### src/rtl/mfi_pkg.sv
// Package: shared register offsets and interrupt bit positions for the
// factorial/interrupt peripheral. Assumes byte offsets on a 32-bit bus.
package mfi_pkg;
    localparam int OFF_ID    = 'h00;
    localparam int OFF_LIVE  = 'h04;
    localparam int OFF_FACT  = 'h08;
    localparam int OFF_CTRL  = 'h20;
    localparam int OFF_IRQST = 'h24;
    localparam int OFF_RAISE = 'h60;
    localparam int OFF_ACK   = 'h64;

    localparam int CTRL_BUSY_BIT = 0;
    localparam int CTRL_IEN_BIT  = 7;
    localparam int EVT_FACT_BIT  = 0;
    localparam int EVT_XFER_BIT  = 8;
endpackage

### src/rtl/mfi_fact_engine.sv
// Module: iterative factorial engine. One multiply per cycle, result modulo
// 2^DATA_W. Assumes start is a single-cycle strobe; a start while busy is
// dropped. Finishes early once the product has become zero.
module mfi_fact_engine #(
    parameter int DATA_W = 32
) (
    input  logic              clk,
    input  logic              rst_n,
    input  logic              start,
    input  logic [DATA_W-1:0] n_in,
    output logic              busy,
    output logic              done,
    output logic [DATA_W-1:0] result
);
    logic [DATA_W-1:0] acc_q;
    logic [DATA_W-1:0] cnt_q;
    logic              finish;

    // Decide whether the remaining factors can change the product.
    always_comb begin
        finish = (cnt_q <= DATA_W'(1)) || (acc_q == '0);
    end

    // Load, step and retire the computation.
    always_ff @(posedge clk) begin
        if (!rst_n) begin
            acc_q <= DATA_W'(1);
            cnt_q <= '0;
            busy  <= 1'b0;
            done  <= 1'b0;
        end else begin
            done <= 1'b0;
            if (start && !busy) begin
                acc_q <= DATA_W'(1);
                cnt_q <= n_in;
                busy  <= 1'b1;
            end else if (busy) begin
                if (finish) begin
                    busy <= 1'b0;
                    done <= 1'b1;
                end else begin
                    acc_q <= acc_q * cnt_q;
                    cnt_q <= cnt_q - DATA_W'(1);
                end
            end
        end
    end

    assign result = acc_q;
endmodule

### src/rtl/mfi_irq_unit.sv
// Module: interrupt status word. Software raise ORs bits in, acknowledge
// clears the written ones, and internal events set fixed bits. An event wins
// over an acknowledge of the same bit in the same cycle. Assumes raise and
// acknowledge never arrive in the same cycle.
module mfi_irq_unit #(
    parameter int DATA_W   = 32,
    parameter int FACT_BIT = 0,
    parameter int XFER_BIT = 8
) (
    input  logic              clk,
    input  logic              rst_n,
    input  logic              raise_we,
    input  logic              ack_we,
    input  logic [DATA_W-1:0] wdata,
    input  logic              fact_evt,
    input  logic              xfer_evt,
    output logic [DATA_W-1:0] status,
    output logic              irq
);
    logic [DATA_W-1:0] evt_vec;
    logic [DATA_W-1:0] clr_vec;
    logic [DATA_W-1:0] set_vec;

    // Place internal events on their status bits.
    always_comb begin
        evt_vec           = '0;
        evt_vec[FACT_BIT] = fact_evt;
        evt_vec[XFER_BIT] = xfer_evt;
    end

    // Form the clear and set masks for this cycle.
    always_comb begin
        clr_vec = ack_we   ? wdata : '0;
        set_vec = (raise_we ? wdata : '0) | evt_vec;
    end

    // Update the status word; sets applied after clears.
    always_ff @(posedge clk) begin
        if (!rst_n) begin
            status <= '0;
        end else begin
            status <= (status & ~clr_vec) | set_vec;
        end
    end

    assign irq = |status;
endmodule

### src/rtl/mmio_fact_irq.sv
// Module: top of the peripheral. Decodes writes, holds the liveness word and
// the completion-interrupt enable, and muxes combinational read data.
// Assumes one access per cycle and byte offsets on bus_addr.
module mmio_fact_irq #(
    parameter int          ADDR_W   = 8,
    parameter int          DATA_W   = 32,
    parameter logic [31:0] ID_VALUE = 32'h5EED_0A11
) (
    input  logic              clk,
    input  logic              rst_n,
    input  logic              bus_wr,
    input  logic [ADDR_W-1:0] bus_addr,
    input  logic [DATA_W-1:0] bus_wdata,
    output logic [DATA_W-1:0] bus_rdata,
    input  logic              xfer_done,
    output logic              irq
);
    import mfi_pkg::*;

    localparam logic [ADDR_W-1:0] A_ID    = ADDR_W'(OFF_ID);
    localparam logic [ADDR_W-1:0] A_LIVE  = ADDR_W'(OFF_LIVE);
    localparam logic [ADDR_W-1:0] A_FACT  = ADDR_W'(OFF_FACT);
    localparam logic [ADDR_W-1:0] A_CTRL  = ADDR_W'(OFF_CTRL);
    localparam logic [ADDR_W-1:0] A_IRQST = ADDR_W'(OFF_IRQST);
    localparam logic [ADDR_W-1:0] A_RAISE = ADDR_W'(OFF_RAISE);
    localparam logic [ADDR_W-1:0] A_ACK   = ADDR_W'(OFF_ACK);

    logic [DATA_W-1:0] live_q;
    logic              ien_q;
    logic              fact_busy;
    logic              fact_done;
    logic [DATA_W-1:0] fact_res;
    logic [DATA_W-1:0] irq_status;
    logic              we_live, we_fact, we_ctrl, we_raise, we_ack;

    // Decode the write strobe per register.
    always_comb begin
        we_live  = bus_wr && (bus_addr == A_LIVE);
        we_fact  = bus_wr && (bus_addr == A_FACT);
        we_ctrl  = bus_wr && (bus_addr == A_CTRL);
        we_raise = bus_wr && (bus_addr == A_RAISE);
        we_ack   = bus_wr && (bus_addr == A_ACK);
    end

    // Hold the liveness word and the completion-interrupt enable.
    always_ff @(posedge clk) begin
        if (!rst_n) begin
            live_q <= '0;
            ien_q  <= 1'b0;
        end else begin
            if (we_live) live_q <= bus_wdata;
            if (we_ctrl) ien_q  <= bus_wdata[CTRL_IEN_BIT];
        end
    end

    mfi_fact_engine #(.DATA_W(DATA_W)) u_fact (
        .clk    (clk),
        .rst_n  (rst_n),
        .start  (we_fact),
        .n_in   (bus_wdata),
        .busy   (fact_busy),
        .done   (fact_done),
        .result (fact_res)
    );

    mfi_irq_unit #(
        .DATA_W   (DATA_W),
        .FACT_BIT (EVT_FACT_BIT),
        .XFER_BIT (EVT_XFER_BIT)
    ) u_irq (
        .clk      (clk),
        .rst_n    (rst_n),
        .raise_we (we_raise),
        .ack_we   (we_ack),
        .wdata    (bus_wdata),
        .fact_evt (fact_done && ien_q),
        .xfer_evt (xfer_done),
        .status   (irq_status),
        .irq      (irq)
    );

    // Select read data by offset; unmapped offsets read zero.
    always_comb begin
        bus_rdata = '0;
        unique case (bus_addr)
            A_ID:    bus_rdata = DATA_W'(ID_VALUE);
            A_LIVE:  bus_rdata = ~live_q;
            A_FACT:  bus_rdata = fact_res;
            A_CTRL: begin
                bus_rdata[CTRL_BUSY_BIT] = fact_busy;
                bus_rdata[CTRL_IEN_BIT]  = ien_q;
            end
            A_IRQST: bus_rdata = irq_status;
            default: bus_rdata = '0;
        endcase
    end
endmodule

### config.mk
export PLATFORM = sky130hd
export DESIGN_NAME = mmio_fact_irq
export DESIGN_NICKNAME = d
export VERILOG_FILES = /design/src/rtl/mfi_pkg.sv /design/src/rtl/mfi_fact_engine.sv /design/src/rtl/mfi_irq_unit.sv /design/src/rtl/mmio_fact_irq.sv
export SDC_FILE = /design/constraint.sdc
export NUM_CORES = 2
export LEC_CHECK = 0
export ABC_AREA = 1
export BUFFER_PORTS_ARGS = -buffer_cell sky130_fd_sc_hd__buf_4
export CAP_MARGIN = 10
export CORE_MARGIN = 2
export CORE_UTILIZATION = 55
export CTS_CLUSTER_DIAMETER = 100
export DETAILED_ROUTE_END_ITERATION = 10
export GPL_ROUTABILITY_DRIVEN = 0
export PLACE_DENSITY_LB_ADDON = 0.12
export SLEW_MARGIN = 20
export SYNTH_ARGS = -nofsm -noshare
export SYNTH_HDL_FRONTEND = slang
export SYNTH_SLANG_ARGS = --single-unit
export TNS_END_PERCENT = 10
### constraint.sdc
create_clock -name clk -period 15.7 [get_ports clk]
set_input_delay 0.785 -clock clk [delete_from_list [all_inputs] [get_ports clk]]
set_output_delay 0.785 -clock clk [all_outputs]
set_load 0.02 [all_outputs]
==> results.yml <==
logic_synthesis:
  yosysUniqueCellTypes: 61
  yosysTopAreaCell: "fa_1"
  synth-seq-cells: 131
  yosysTopAreaCellShare_pct: 35.1
  syn_avg_cell_area_sq_um: 7.32
  synthXorXnorAreaFrac_pct: 1.92
  yosys_most_used_dff: "dfxtp_1"
  synth-simple-area-share_pct: 20.3
  yosys_warnings: 0
  synth.cell_area_sq_um: 23200
  synth_compound_area_share_pct: 7.96
  yosys.area_share.adder_pct: 41.9
  synth-edff-count: 0
  async_reset_ff_share_pct: 0
  ys_seq_area_share_pct: 11.3
  muxShareOfSynthArea_pct: 0
  synth_top_family_by_area: "adder cells"
  syn_inst: 3176
  syn-num-nets: 3753
  synth_area_leaders: "fa_1 35%, nand2_1 14%, inv_1 13%"
detailed_routing:
  wirelength_um: 71700
  drt.antenna.violating_nets: 0
  routedWlPerCell_um: 19.5
  vias_per_cell: 5.51
  drtIter0Drc: 1675
  post-route-drc-count: 0
  vias: 20300
  dr.pass1.iters: 6
timing:
  tns_ps: 0
  worst_pin_slew_ps: 1190
  slew_headroom_pct: 20.9
  finalSetupViolCount: 0
  fmax_mhz: 136
  final-hold-violation-count: 0
  min_period_ps: 7380
  rsz0062_at_grt: "no"
  drv_slew: 0
  clock_skew_ps: 15.5
  post-route-period-util_pct: 47.0
worst_hold_path:
  worstHoldEndpoint: "u_irq.status[12]"
  holdCritStartpoint: "u_irq.status[12]"
  hold_path.class: "flop to flop"
  hold_depth: 2
place:
  dp_cells: 3653
  dpl.hpwl_um: 53100
  io_buffers: 76
cts:
  clock_sinks: 131
  hold_buffers: 0
  ctsRootBufferMaster: "clkbuf_16"
  clockBufferDepth: 2
  cts_tree: "built"
  clk_latency_ps: 440
  ctsResizeCount: 0
  cts_inserted_buffers: 17
  postCtsSetupRepairBufs: 0
  clkTransAtPathRegs_ps: 60
  htree_levels: 4
pwr:
  switchingPower_w: 0.000185
  total_leakage_power_nw: 13.9
  seqPwrFrac_pct: 42.5
  power.density_nw_per_um2: 31.9
  combPwrFrac_pct: 4.5
  intPower_w: 0.000599
  irDropWorstVdd_v: 0.0000867
  clockPowerShare_pct: 52.9
  switching_share_pct: 23.6
status:
  status: "complete, no violations"
die:
  core-area_sq_um: 41900
  die_w_um: 210
  die-area_sq_um: 43900
  design.portCount: 77
  initial_core_util_pct: 55.5
  row_count: 75
  fp.dieH_um: 210
setup_path:
  reg2reg_to: "u_fact.result[31]"
  end_kind: "flop"
  cp.arrival_ps: 7760
  r2r_cells: 25
  regToRegSetupSlack_ps: 8320
  startpoint_type: "flop"
  crit_fanout: 15
  required_ps: 16080
  worstSetupPathType: "flop to flop"
  r2r_start: "u_fact.cnt_q[7]"
cells_and_area:
  nets: 3710
  mostFrequentLayoutCell: "nand2_1"
  stdcell_count: 3684
  fillers: 3942
  n_antenna_cell: 0
  final_cell_mix: "882 x nand2_1, 806 x inv_1, 408 x fa_1"
  drive_gt1_share_pct: 6.39
  synthToLayoutAreaGrowth_pct: 5.92
flow_run:
  maxCapViolations: 0
global_routing:
  grt_pass1_wl_um: 116000
  grt.overflow.total: 0
  antenna_found_initial: 0
  first_global_vias: 21600
  grt_max_degree: 68
  track_usage_pct: 34.3
-- worst max path at each step --
stage	startpoint	to	slack, ps
after CTS	u_fact.result[14]	u_fact.result[27]	8300
after global routing	u_fact.cnt_q[10]	u_fact.result[26]	7960
final	u_fact.cnt_q[7]	u_fact.result[31]	8320
after detailed placement	u_fact.result[14]	u_fact.result[31]	8350
after floorplan	u_fact.result[14]	u_fact.result[27]	9130
after global placement	u_fact.result[15]	u_fact.result[27]	8430
-- final cells by class --
| type | instances | area, sq um | area share, % |
|---|---|---|---|
| multi-input combinational | 2049 | 16800 | 68.1 |
| tap | 539 | 674 | 2.74 |
| clock buffer | 20 | 447 | 1.81 |
| sequential | 131 | 2630 | 10.7 |
| clock inverter | 11 | 154 | 0.625 |
| timing repair buffer | 116 | 871 | 3.54 |
| inverter | 818 | 3070 | 12.5 |
-- cells in the mapped netlist, drive strengths merged (3+ instances only) --
cell type and count:
buf 78, nor4 22, nand4 19, clkbuf 100
o21bai 3, xnor2 26, o2111ai 7, dfxtp 131
inv 817, fa 408, nand2 888, nand3b 4
nand3 79, o211ai 16, ha 125, a31oi 20
a22oi 5, or2 3, nor3 13, a21oi 131
xor2 25, nor2 107, o21ai 115, o221ai 12
a21o 4
-- metrics by stage --
stage                     utilization (%)  instance area (sq um)  setup slack, ps  hold WS, ps  total power [W]
after global placement               57.4                  24000             8430          447         0.000376
after CTS                            58.8                  24600             8300          465         0.000785
final                                58.8                  24600             8320          463         0.000785
after floorplan                         -                  23200             9130          439         0.000355
after global routing                 58.8                  24600             7960          488         0.000802
after detailed placement             57.4                  24000             8350          456         0.000376
-- per-layer routing --
layer / vias up / GRT usage (%) / wire length [um]
met3: 237 / 4.82 / 6190
li1: 9227 / - / -
met5: - / 0 / 0
met2: 925 / 56.1 / 33000
met4: 0 / 17.5 / 4110
met1: 9908 / 45.0 / 28400
-- logic make-up after synthesis --
logic type / after synthesis
DFF: 131
adders and majority gates: 533
and+or+nand+nor: 1139
AOI/OAI and AO/OA: 326
buffers and inverters: 996
xor gates and xnor gates: 51
-- power groups by stage --
stage / logic [W] / registers (W) / clock network (W)
after global routing: 0.0000378 / 0.000334 / 0.000431
after global placement: 0.0000345 / 0.000341 / 0
final: 0.0000356 / 0.000334 / 0.000415
after CTS: 0.0000350 / 0.000334 / 0.000416
after floorplan: 0.0000144 / 0.000341 / 0
after detailed placement: 0.0000348 / 0.000341 / 0
-- registers in the layout, indices dropped and copies added (netlist names) --
name and count:
u_fact.cnt_q 32, u_irq.status 32, ien_q 1, live_q 32
u_fact.result 32, u_fact.done 1, u_fact.busy 1
-- critical path, cell delays in order (launching register included) --
cell and delay, ps:
dfxtp_1 890, buf_4 440, nand2_1 120, fa_1 520, inv_1 50, fa_1 490, fa_1 520, inv_1 50
fa_1 470, inv_1 50, fa_1 480, fa_1 570, fa_1 460, fa_1 470, ha_1 370, nand2_1 140
nor3_1 220, nand2_1 130, nor4_1 230, nand2_1 90, and2_1 210, inv_1 70, nand3_1 70, nand3_1 90
nand2_1 70, inv_1 60
Power figures use the tool's default switching activity.
